$ cat src/rtl/wt_pkg.sv
package wt_pkg;

    localparam int PERIOD_W = 3;

    // register port bit positions
    localparam int RES_BIT   = 3;
    localparam int LATE_BIT  = 4;
    localparam int ARM_BIT   = 5;
    localparam int REG_W     = 6;

    typedef enum logic [1:0] {
        MODE_ACTIVE   = 2'b00,
        MODE_BROWNOUT = 2'b01,
        MODE_SLEEP    = 2'b10,
        MODE_DISPLAY  = 2'b11
    } wt_mode_e;

    typedef struct packed {
        logic                res;
        logic [PERIOD_W-1:0] period;
    } wt_cfg_t;

    function automatic logic is_low_power(input logic [1:0] m);
        return m[1];
    endfunction

    function automatic int unsigned unit_len(input logic res,
                                             input int unsigned short_ticks,
                                             input int unsigned long_ticks);
        return res ? long_ticks : short_ticks;
    endfunction

endpackage

$ cat src/rtl/wt_cfg_regs.sv
module wt_cfg_regs
    import wt_pkg::*;
(
    input  logic            clk,
    input  logic            rst,
    input  logic            wr_en,
    input  logic [REG_W-1:0] wdata,
    output wt_cfg_t         cfg_q,
    output wt_cfg_t         cfg_next,
    output logic            arm_load,
    output logic            late_clr
);
    wt_cfg_t wr_cfg;

    always_comb begin
        wr_cfg.period = wdata[PERIOD_W-1:0];
        wr_cfg.res    = wdata[RES_BIT];
        cfg_next      = wr_en ? wr_cfg : cfg_q;
        arm_load      = wr_en && wdata[ARM_BIT];
        late_clr      = wr_en && wdata[LATE_BIT];
    end

    always_ff @(posedge clk) begin
        if (rst) begin
            cfg_q.period <= PERIOD_W'(1);
            cfg_q.res    <= 1'b0;
        end else if (wr_en) begin
            cfg_q <= wr_cfg;
        end
    end
endmodule

$ cat src/rtl/wt_arm_guard.sv
module wt_arm_guard #(
    parameter int MIN_TICKS = 3
) (
    input  logic clk,
    input  logic rst,
    input  logic clear,
    input  logic arm_load,
    input  logic late_clr,
    input  logic tick,
    input  logic sleep_req,
    input  logic running,
    input  logic done,
    output logic armed,
    output logic late,
    output logic start
);
    localparam int CNT_W = $clog2(MIN_TICKS + 1);

    logic [CNT_W-1:0] since_arm;
    logic             margin_ok;
    logic             req_valid;
    logic             too_late;

    always_comb begin
        margin_ok = (since_arm >= CNT_W'(MIN_TICKS));
        req_valid = sleep_req && armed && !running && !arm_load && !clear;
        start     = req_valid && margin_ok;
        too_late  = req_valid && !margin_ok;
    end

    always_ff @(posedge clk) begin
        if (rst || clear || arm_load) begin
            since_arm <= '0;
        end else if (tick && armed && !margin_ok) begin
            since_arm <= since_arm + 1'b1;
        end
    end

    always_ff @(posedge clk) begin
        if (rst || clear) begin
            armed <= 1'b0;
        end else if (arm_load) begin
            armed <= 1'b1;
        end else if (too_late || done) begin
            armed <= 1'b0;
        end
    end

    always_ff @(posedge clk) begin
        if (rst) begin
            late <= 1'b0;
        end else if (too_late) begin
            late <= 1'b1;
        end else if (late_clr) begin
            late <= 1'b0;
        end
    end
endmodule

$ cat src/rtl/wt_countdown.sv
module wt_countdown
    import wt_pkg::*;
#(
    parameter int SHORT_TICKS = 5,
    parameter int LONG_TICKS  = 120
) (
    input  logic    clk,
    input  logic    rst,
    input  logic    clear,
    input  logic    load,
    input  wt_cfg_t cfg_load,
    input  logic    start,
    input  logic    tick,
    input  logic    low_power,
    output logic    running,
    output logic    done,
    output logic    wake
);
    localparam int MAXT  = (LONG_TICKS > SHORT_TICKS) ? LONG_TICKS : SHORT_TICKS;
    localparam int PRE_W = $clog2(MAXT + 1);

    logic [PRE_W-1:0]    pre;
    logic [PERIOD_W-1:0] units;
    logic                res_w;
    logic                at_bound;
    logic                step;

    always_comb begin
        at_bound = (pre == PRE_W'(unit_len(res_w, SHORT_TICKS, LONG_TICKS) - 1));
        step     = running && tick && low_power && !load && !clear;
        done     = step && at_bound && (units <= PERIOD_W'(1));
    end

    always_ff @(posedge clk) begin
        if (rst || clear) begin
            running <= 1'b0;
            pre     <= '0;
            units   <= '0;
            res_w   <= 1'b0;
            wake    <= 1'b0;
        end else begin
            wake <= done;
            if (load) begin
                units <= cfg_load.period;
                res_w <= cfg_load.res;
                pre   <= '0;
            end else if (start) begin
                running <= 1'b1;
                pre     <= '0;
            end else if (step) begin
                if (at_bound) begin
                    pre <= '0;
                    if (done) running <= 1'b0;
                    else      units   <= units - 1'b1;
                end else begin
                    pre <= pre + 1'b1;
                end
            end
        end
    end
endmodule

$ cat src/rtl/wt_top.sv
module wt_top
    import wt_pkg::*;
#(
    parameter int SHORT_TICKS = 5,
    parameter int LONG_TICKS  = 120,
    parameter int MIN_TICKS   = 3
) (
    input  logic       clk,
    input  logic       rst,
    input  logic       tick,
    input  logic [1:0] mode,
    input  logic       sleep_req,
    input  logic       reg_wr,
    input  logic [5:0] reg_wdata,
    output logic [5:0] reg_rdata,
    output logic       wake
);
    wt_cfg_t cfg_q, cfg_next;
    logic    arm_load, late_clr;
    logic    armed, late, start, running, done;
    logic    lp_prev, clear;

    always_ff @(posedge clk) lp_prev <= is_low_power(mode);

    assign clear = !is_low_power(mode) && lp_prev;

    wt_cfg_regs u_regs (
        .clk(clk), .rst(rst), .wr_en(reg_wr), .wdata(reg_wdata),
        .cfg_q(cfg_q), .cfg_next(cfg_next), .arm_load(arm_load), .late_clr(late_clr)
    );

    wt_arm_guard #(.MIN_TICKS(MIN_TICKS)) u_guard (
        .clk(clk), .rst(rst), .clear(clear), .arm_load(arm_load), .late_clr(late_clr),
        .tick(tick), .sleep_req(sleep_req), .running(running), .done(done),
        .armed(armed), .late(late), .start(start)
    );

    wt_countdown #(.SHORT_TICKS(SHORT_TICKS), .LONG_TICKS(LONG_TICKS)) u_cnt (
        .clk(clk), .rst(rst), .clear(clear), .load(arm_load), .cfg_load(cfg_next),
        .start(start), .tick(tick), .low_power(is_low_power(mode)),
        .running(running), .done(done), .wake(wake)
    );

    assign reg_rdata = {armed, late, cfg_q.res, cfg_q.period};
endmodule

$ cat config.mk
export PLATFORM = sky130hd
export DESIGN_NAME = wt_top
export DESIGN_NICKNAME = d
export VERILOG_FILES = /design/src/rtl/wt_pkg.sv /design/src/rtl/wt_cfg_regs.sv /design/src/rtl/wt_arm_guard.sv /design/src/rtl/wt_countdown.sv /design/src/rtl/wt_top.sv
export SDC_FILE = /design/constraint.sdc
export NUM_CORES = 1
export LEC_CHECK = 0
export ABC_AREA = 1
export CAP_MARGIN = 20
export CORE_MARGIN = 2
export CORE_UTILIZATION = 52
export CTS_CLUSTER_SIZE = 25
export DETAILED_ROUTE_END_ITERATION = 16
export GPL_ROUTABILITY_DRIVEN = 1
export PLACE_DENSITY = 0.78
export SYNTH_ARGS = -nofsm -noshare
export SYNTH_HDL_FRONTEND = slang
export SYNTH_SLANG_ARGS = --single-unit
$ cat constraint.sdc
create_clock -name clk -period 1.6 [get_ports clk]
set_input_delay 0.16 -clock clk [delete_from_list [all_inputs] [get_ports clk]]
set_output_delay 0.16 -clock clk [all_outputs]
set_load 0.1 [all_outputs]
# [After elaboration in Yosys (flattened, before gate mapping)]
# Cells that the tools add are included.
[classes] eq_ne=3 add_sub_neg=4 mul=0 n_reduce_logical=35 bitwise=1 div=0 shift=0 order_cmp=2 n_mux=16
[ops] cell="1-bit logical AND" n=17
[ops] cell="3-bit two-way mux" n=5
[ops] cell="7-bit two-way mux" n=2
[ops] cell="2-bit nonzero test" n=7
[ops] cell="1-bit two-way mux" n=8
[ops] cell="4-bit AND reduction" n=2
[ops] cell="7-bit by 1-bit adder with 7-bit output, second input constant" n=1
[ops] cell="7-bit equality test" n=1
[ops] cell="7-bit by 1-bit subtractor with 7-bit output, second input constant" n=1
[ops] cell="1-bit zero test" n=5
[ops] cell="4-bit two-way mux" n=1
[ops] cell="2-bit by 1-bit inequality test with 1-bit output, second input constant" n=2
[ops] cell="3-bit by 1-bit <= comparator with 1-bit output, second input constant" n=1
[ops] cell="1-bit logical OR" n=3
[ops] cell="3-bit OR reduction" n=1
[ops] cell="3-bit by 1-bit subtractor with 3-bit output, second input constant" n=1
[ops] cell="2-bit by 1-bit adder with 2-bit output, second input constant" n=1
[ops] cell="2-bit greater-or-equal comparator, second input constant" n=1
[ops] cell="1-bit NOT" n=1
[word_totals] latch_bits=0 mem_bits_rw=0 out_inout_bits=7 mem_count=0 rom_bits=0 register_bits=22

# [Depth between registers and ports, before layout]
# Gate-level depths: netlist of run 1.
[logic_depth] depth_word=11 mapped_depth=9

# [By module]
# Synthesis of run 1 repeated with hierarchy kept, for this count alone.
[unflattened] cells_unflattened=174 area_unflattened_um2=1202.4
[by_module_without_submodules] module="wt_countdown" cells_per_inst=104 instances=1 seq_area_each_um2=260.2 area_each_um2=742.0
[by_module_without_submodules] module="wt_arm_guard" cells_per_inst=31 instances=1 seq_area_each_um2=80.1 area_each_um2=216.5
[by_module_without_submodules] module="wt_cfg_regs" cells_per_inst=34 instances=1 seq_area_each_um2=80.1 area_each_um2=198.9
[by_module_without_submodules] module="wt_top" cells_per_inst=5 instances=1 seq_area_each_um2=20.0 area_each_um2=45.0

# [Worst setup path before layout of run 1]
# No wires, ideal clock.
[synth_path] path_type="register to register" start="register, netlist name u_regs.cfg_q[1]" end="register, netlist name u_regs.cfg_q[1]" setup_ns=0.067 n_path_buf=0 period_less_slack_ns=1.285 stages_incl_launch_ff=3 path_slack_ns=0.315 required_time_ns=1.533 t_arrival_ns=1.218 cell_sequence="dfxtp_1 > o21ai_0 > nor2_1"

# [Final worst setup path of run 1]
[layout_path] start="register u_cnt.pre[2]" end="register u_cnt.pre[0]"
[layout_between] elab_chain_len=2
[layout_lines] item="start: declaration" line_no="wt_countdown.sv:22" text="logic [PRE_W-1:0] pre;"
[layout_lines] item="start signal: assignment" line_no="wt_countdown.sv:56" text="pre <= pre + 1'b1;"
[layout_lines] item="7-bit equality test" line_no="wt_countdown.sv:29" text="at_bound = (pre == PRE_W'(unit_len(res_w, SHORT_TICKS, LONG_TICKS) - 1));"
[layout_lines] item="7-bit two-way mux" line_no="wt_countdown.sv:51" text="if (at_bound) begin"
# Every way passes these cells.
# A chain may end at the register's enable or synchronous reset.

==> out/qor.yml, run 1 <==
route:
  wire_per_inst_um: 12.2
  drtPass1Iterations: 6
  ant_nets: 0
  viasPerCell: 5.11
  drc: 0
  dr_total_vias: 1058
  initialDrtViolationCount: 31
  routed_wl_mm: 2.52
yosys:
  yosysTopAreaCellShare_pct: 36.4
  synth_edf_count: 0
  post-synth-top-area-cell: "dfxtp_1"
  avgSynthCellArea_um2: 7.76
  ys_types: 24
  syn-cell-area_mm2: 0.00121
  yosysSeqAreaShare_pct: 36.4
  synth_top_cells_by_area: "dfxtp_1, nand2_1, nor2_1, ha_1, inv_1"
  netlist_instances: 156
  ys_ff_latch: 22
  yosysWarnings: 0
  synthArstFlopShare_pct: 0
  yosysMostFrequentCell: "nand2_1"
  synth_fp_nets: 173
  ys.flop_type: "dfxtp_1"
  synthTopCellsByCount: "nand2_1, dfxtp_1, nor2_1, inv_1"
placement:
  pre_cts_slack_ns: -0.00992
  dp_cells: 203
  portBuffers: 18
  gp_congestion: 0.838
  hpwl_mm: 2.01
  placed_cell_area_mm2: 0.00150
clock_network:
  cts_resized: 0
  hold_buffers: 0
  cts_max_level: 1
  cts_inserted_buffers: 3
  postCtsSetupBuffers: 0
  cts_tree: "yes"
  cts_root_buf: "clkbuf_4"
  clk_path_buf_depth: 2
  clk_pin_slew_ns: 0.14
  cts_sinks: 22
  insertion_delay_ns: 0.32
sta:
  fmaxAchievable_ghz: 0.728
  hold_viol: 0
  worst_slew_pin_slew_ns: 0.275
  min_period_ns: 1.37
  finalHoldWorstSlack_ns: 0.322
  layout_setup_ws_ns: 0.227
  setup_violations: 0
  fin_crit_sh_pct: 85.8
  slew_headroom_pct: 81.6
  rsz0062_at_grt: "false"
  fin_worst_skew_ns: 0.0158
  drv_slew: 0
pwr:
  combPwrFrac_pct: 19.6
  sw_frac_of_total_pct: 27.3
  power_frac_seq_pct: 46.1
  ir_worst_vdd_v: 0.000772
  leakage_nw: 0.659
  pwr-share-clk_pct: 34.2
  power_density_mw_per_mm2: 813
  p_int_uw: 916
  p_sw_uw: 344
finish:
  nets: 197
  nFillCells: 186
  drive_above_1_share_pct: 20.1
  post-route-util_pct: 70.0
  stdcell_count: 207
  postLayoutCellArea_mm2: 0.00155
  num_antenna_cells: 0
  areaGrowthSynthToFinish_pct: 27.9
hold_path:
  min_to: "lp_prev"
  min_path_cells: 1
  holdCritPathClass: "input port to flip-flop"
  hold_start: "mode[1]"
die:
  core-area_mm2: 0.00221
  rows: 17
  dieArea_mm2: 0.00273
  die_y_um: 52.3
  start_util_pct: 54.8
  die_w_um: 52.3
  io_pins: 20
critical_path:
  reg2reg_from: "u_cnt.pre[2]"
  cp_slowest_stage_delay_ns: 0.50
  r2r_end: "u_cnt.pre[0]"
  path_max_fanout: 5
  cp_top_family: "simple AND/OR/NAND/NOR gates"
  cpMaxStageDelayCell: "dfxtp_1"
  critPathArrivalTime_ns: 1.58
  cp.required_ns: 1.81
  crit_chain: "inv_2 -> nor2_1 -> nand2_1 -> nor2_4 -> nand2_2 -> nor2_4 -> nor2_4 -> inv_4 -> nor2_2"
  cp_common_cell: "nor2_4"
  cp-start-kind: "flip-flop"
  crit_type: "flip-flop to flip-flop"
  r2r_slack_ns: 0.23
  reg2reg_depth: 9
  crit_buf_inv: 2
  cp-end-kind: "flip-flop"
job:
  maxCapViolations: 0
grt:
  grt_first_pass_wirelength_mm: 4.22
  grt_use_total_pct: 20.9
  grt_max_degree: 14
  grt_pass1_vias: 1014
  antenna_found_initial: 0
  grt-ovfl-total: 0
status:
  status: "complete, no violations"
==> worst max path at each step <==
stage | cells after the start | startpoint | endpoint
floorplan | 2 | u_regs.cfg_q[1] | u_regs.cfg_q[1]
global placement | 8 | mode[1] | u_cnt.pre[6]
detailed placement | 8 | mode[1] | u_cnt.pre[6]
CTS | 9 | u_cnt.pre[2] | u_cnt.pre[4]
global route | 7 | u_cnt.pre[2] | u_cnt.units[2]
finish | 9 | u_cnt.pre[2] | u_cnt.pre[0]
==> final cells by class <==
cell class              instances  area (um^2)  area share (%)
clock buffers                   3         22.5            1.45
clock inverters                 1         30.0            1.94
inverters                      17         68.8            4.44
multi-input cells             114          672            43.4
flip-flops and latches         22          440            28.4
well taps                      28         35.0            2.26
repair buffers                 22          280            18.1
==> sequential cells by signal (all words and copies together) (netlist names) <==
name and cells:
u_cnt.res_w 1, u_cnt.pre 7, u_guard.since_arm 2, u_cnt.running 1, lp_prev 1, u_guard.armed 1, u_guard.late 1, u_cnt.wake 1
u_regs.cfg_q 4, u_cnt.units 3
==> kinds of logic (layout without fill, tap and decap cells) <==
kind of cell	count (synthesis)	count (layout)	synth area share, %
xor gates and xnor gates	6	6	4.34
DFF	22	22	36.4
AOI/OAI and AO/OA	16	16	6.61
and+or+nand+nor	88	88	40.4
buffers and inverters	20	43	8.16
adders and majority gates	4	4	4.13
==> metal layers <==
| layer | GRT usage, % | vias to the layer above | routed length, um |
|---|---|---|---|
| met4 | 8.12 | 0 | 36 |
| met1 | 21.7 | 485 | 997 |
| met2 | 38.4 | 24 | 1370 |
| li1 | - | 545 | - |
| met5 | 0 | - | 0 |
| met3 | 7.14 | 4 | 118 |
==> power by group through the flow <==
stage	registers, mW	logic, mW	clock network [mW]
after floorplan	0.636	0.109	0
after global placement	0.592	0.238	0
after detailed placement	0.593	0.247	0
after CTS	0.581	0.248	0.438
after global routing	0.583	0.266	0.460
final	0.581	0.247	0.431
==> placed cells by master, fill, tap and decap left out <==
cell	instances
nor2_1	22
nor3_1	2
xnor2_1	3
nand2_4	3
inv_2	2
nor3b_2	1
buf_4	4
nand4_4	2
inv_4	2
dfxtp_1	22
a21oi_1	9
nor2_2	4
inv_1	13
ha_1	4
clkbuf_4	3
nand3_1	9
xor2_1	3
clkdlybuf4s50_1	11
nand2_1	35
nor2_4	3
nand4_1	2
bufinv_16	1
nand3b_1	1
o21ai_0	7
buf_12	7
nand2_2	2
nor2_8	2
==> metrics by stage <==
| stage | setup TNS [ns] | total power [mW] |
|---|---|---|
| 2_1_floorplan | 0 | 0.745 |
| 3_3_place_gp | 0 | 0.830 |
| 3_5_place_dp | -0.00992 | 0.840 |
| 4_1_cts | 0 | 1.27 |
| 5_1_grt | 0 | 1.31 |
| 6_report | 0 | 1.26 |
No activity file was read; power rests on OpenSTA's default activity.
==> run 2, diff against run 1 <==
--- a/config.mk
+++ b/config.mk
@@ -13,6 +13,8 @@
 export DETAILED_ROUTE_END_ITERATION = 16
 export GPL_ROUTABILITY_DRIVEN = 1
 export PLACE_DENSITY = 0.78
+export SETUP_SLACK_MARGIN = 0.15
+export SLEW_MARGIN = 30
 export SYNTH_ARGS = -nofsm -noshare
 export SYNTH_HDL_FRONTEND = slang
 export SYNTH_SLANG_ARGS = --single-unit
==> run 2 against run 1 <==
Net effect: first-iteration DRC count down 23%; critical path type unchanged; setup slack better by 0.067 ns; final area about the same; sequential power about the same; final cell count unchanged; via count down 0.19%; fmax up 5.1%; count of clock-buffer cells in the layout unchanged.
==> out/qor.yml, run 2 (same netlist as run 1, synthesis figures left out) <==
status:
  status: "complete, no violations"
die:
  rows: 17  # unchanged
  io_pins: 20  # unchanged
  die_y_um: 52.3  # unchanged
  dieArea_mm2: 0.00273  # unchanged
  core-area_mm2: 0.00221  # unchanged
  start_util_pct: 54.8  # unchanged
  die_w_um: 52.3  # unchanged
finish:
  areaGrowthSynthToFinish_pct: 28.0  # about the same
  final_common_cell: "nand2_1"
  stdcell_count: 207  # unchanged
  regMostFlops: "u_cnt.pre"
  largest_reg_flops: 7  # unchanged
  drive_above_1_share_pct: 20.7  # +0.56 points
  nets: 197  # unchanged
  final_cell_mix: "nand2_1, nor2_1, dfxtp_1, inv_1, clkdlybuf4s50_1"
  largestRegisters: "u_cnt.pre: 7 flops, u_regs.cfg_q: 4 flops, u_cnt.units: 3 flops"
  num_antenna_cells: 0  # unchanged
critical_path:
  cp-start-kind: "flip-flop"
  critical_path_cell_count: 7  # -2
  critPathLaunch: "u_cnt.pre[5]"
  cpMaxStageDelayCell: "dfxtp_1"
  cp.required_ns: 1.81  # about the same
  crit_chain: "nand2_1 -> inv_1 -> nand2_1 -> nand2_1 -> nand4_4 -> a21oi_1 -> nor2_1"
  reg2reg_from: "u_cnt.pre[5]"
  r2r_slack_ns: 0.29  # +0.07 ns
  cp_common_cell: "nand2_1"
  r2r_end: "u_cnt.units[2]"
  reg2reg_depth: 7  # -2
  critPathCapture: "u_cnt.units[2]"
  crit_buf_inv: 1  # -1
  cp_slowest_stage_delay_ns: 0.43  # -0.07 ns
  path_max_fanout: 6  # +1
  cp_top_family: "simple AND/OR/NAND/NOR gates"
  critPathArrivalTime_ns: 1.52  # -0.06 ns
  crit_type: "flip-flop to flip-flop"
  cp-end-kind: "flip-flop"
clock_network:
  insertion_delay_ns: 0.32  # about the same
  clk_pin_slew_ns: 0.14  # about the same
  cts_root_buf: "clkbuf_4"
  cts_resized: 0  # unchanged
  cts_tree: "yes"
  cts_sinks: 22  # unchanged
  cts_max_level: 1  # unchanged
  cts_inserted_buffers: 3  # unchanged
  hold_buffers: 0  # unchanged
  postCtsSetupBuffers: 0  # unchanged
  clk_path_buf_depth: 2  # unchanged
sta:
  hold_viol: 0  # unchanged
  layout_setup_ws_ns: 0.294  # +0.0670 ns
  slew_headroom_pct: 84.9  # +3.2 points
  drv_slew: 0  # unchanged
  rsz0062_at_grt: "false"
  fmaxAchievable_ghz: 0.766  # +5.1%
  setup_tns_ns: 0  # unchanged
  min_period_ns: 1.31  # -0.0670 ns
  setup_violations: 0  # unchanged
  worst_slew_pin_slew_ns: 0.226  # -0.0489 ns
  fin_crit_sh_pct: 81.6  # -4.2 points
  fin_worst_skew_ns: 0.0167  # +0.000885 ns
grt:
  grt_first_pass_wirelength_mm: 4.22  # unchanged
  grt_use_total_pct: 20.9  # unchanged
  antenna_found_initial: 0  # unchanged
  grt_max_degree: 14  # unchanged
  grt_pass1_vias: 1014  # unchanged
  grt-ovfl-total: 0  # unchanged
route:
  wire_per_inst_um: 12.2  # about the same
  ant_nets: 0  # unchanged
  drtPass1Iterations: 6  # unchanged
  initialDrtViolationCount: 24  # -23%
  drc: 0  # unchanged
  viasPerCell: 5.10  # -0.19%
  routed_wl_mm: 2.52  # about the same
  dr_total_vias: 1056  # -0.19%
placement:
  hpwl_mm: 2.01  # unchanged
  gp_congestion: 0.838  # unchanged
  pre_cts_slack_ns: -0.00992  # unchanged
  portBuffers: 18  # unchanged
  dp_cells: 203  # unchanged
pwr:
  leakage_nw: 0.660  # about the same
  power_density_mw_per_mm2: 813  # about the same
  finalPower_mw: 1.26  # about the same
  ir_worst_vdd_v: 0.000773  # +0.11%
hold_path:
  holdCritPathClass: "input port to flip-flop"
job:
  maxCapViolations: 0  # unchanged
## run 2: cell type report
cell class                 instances  area (um^2)
clock buffer                       3         22.5
clock inverter                     1         30.0
fill                             185          662
inverter                          17         68.8
multi-input combinational        114          672
sequential                        22          442
tap                               28         35.0
timing repair buffer              22          280
## run 2: worst min path at each step
stage / cells past startpoint / to / from
floorplan: 0 / lp_prev / mode[1]
global placement: 2 / u_guard.since_arm[1] / u_guard.since_arm[1]
detailed placement: 2 / u_guard.since_arm[1] / u_guard.since_arm[1]
CTS: 1 / lp_prev / mode[1]
global route: 1 / lp_prev / mode[1]
finish: 1 / lp_prev / mode[1]
## run 2: where the power goes
part           leakage, nW  switching (mW)  total, mW  internal [mW]
clock               0.0279           0.179      0.433          0.253
sequential           0.180          0.0161      0.581          0.565
combinational        0.452           0.150      0.247         0.0975
## run 2: per-stage QoR
step | hold WS, ns | util (%) | area [um^2]
2_1_floorplan | 0.188 | - | 1210
3_5_place_dp | 0.456 | 67.6 | 1500
3_3_place_gp | 0.436 | 67.6 | 1500
5_1_grt | 0.328 | 70.1 | 1550
4_1_cts | 0.329 | 70.0 | 1550
6_report | 0.321 | 70.1 | 1550
## run 2: layer usage
| metal | up-vias | global-route usage (%) | part of all wire [%] |
|---|---|---|---|
| met5 | - | 0 | 0 |
| met4 | 0 | 8.12 | 1.4 |
| met3 | 4 | 7.14 | 4.6 |
| met2 | 24 | 38.4 | 54 |
| met1 | 483 | 21.7 | 40 |
| li1 | 545 | - | - |
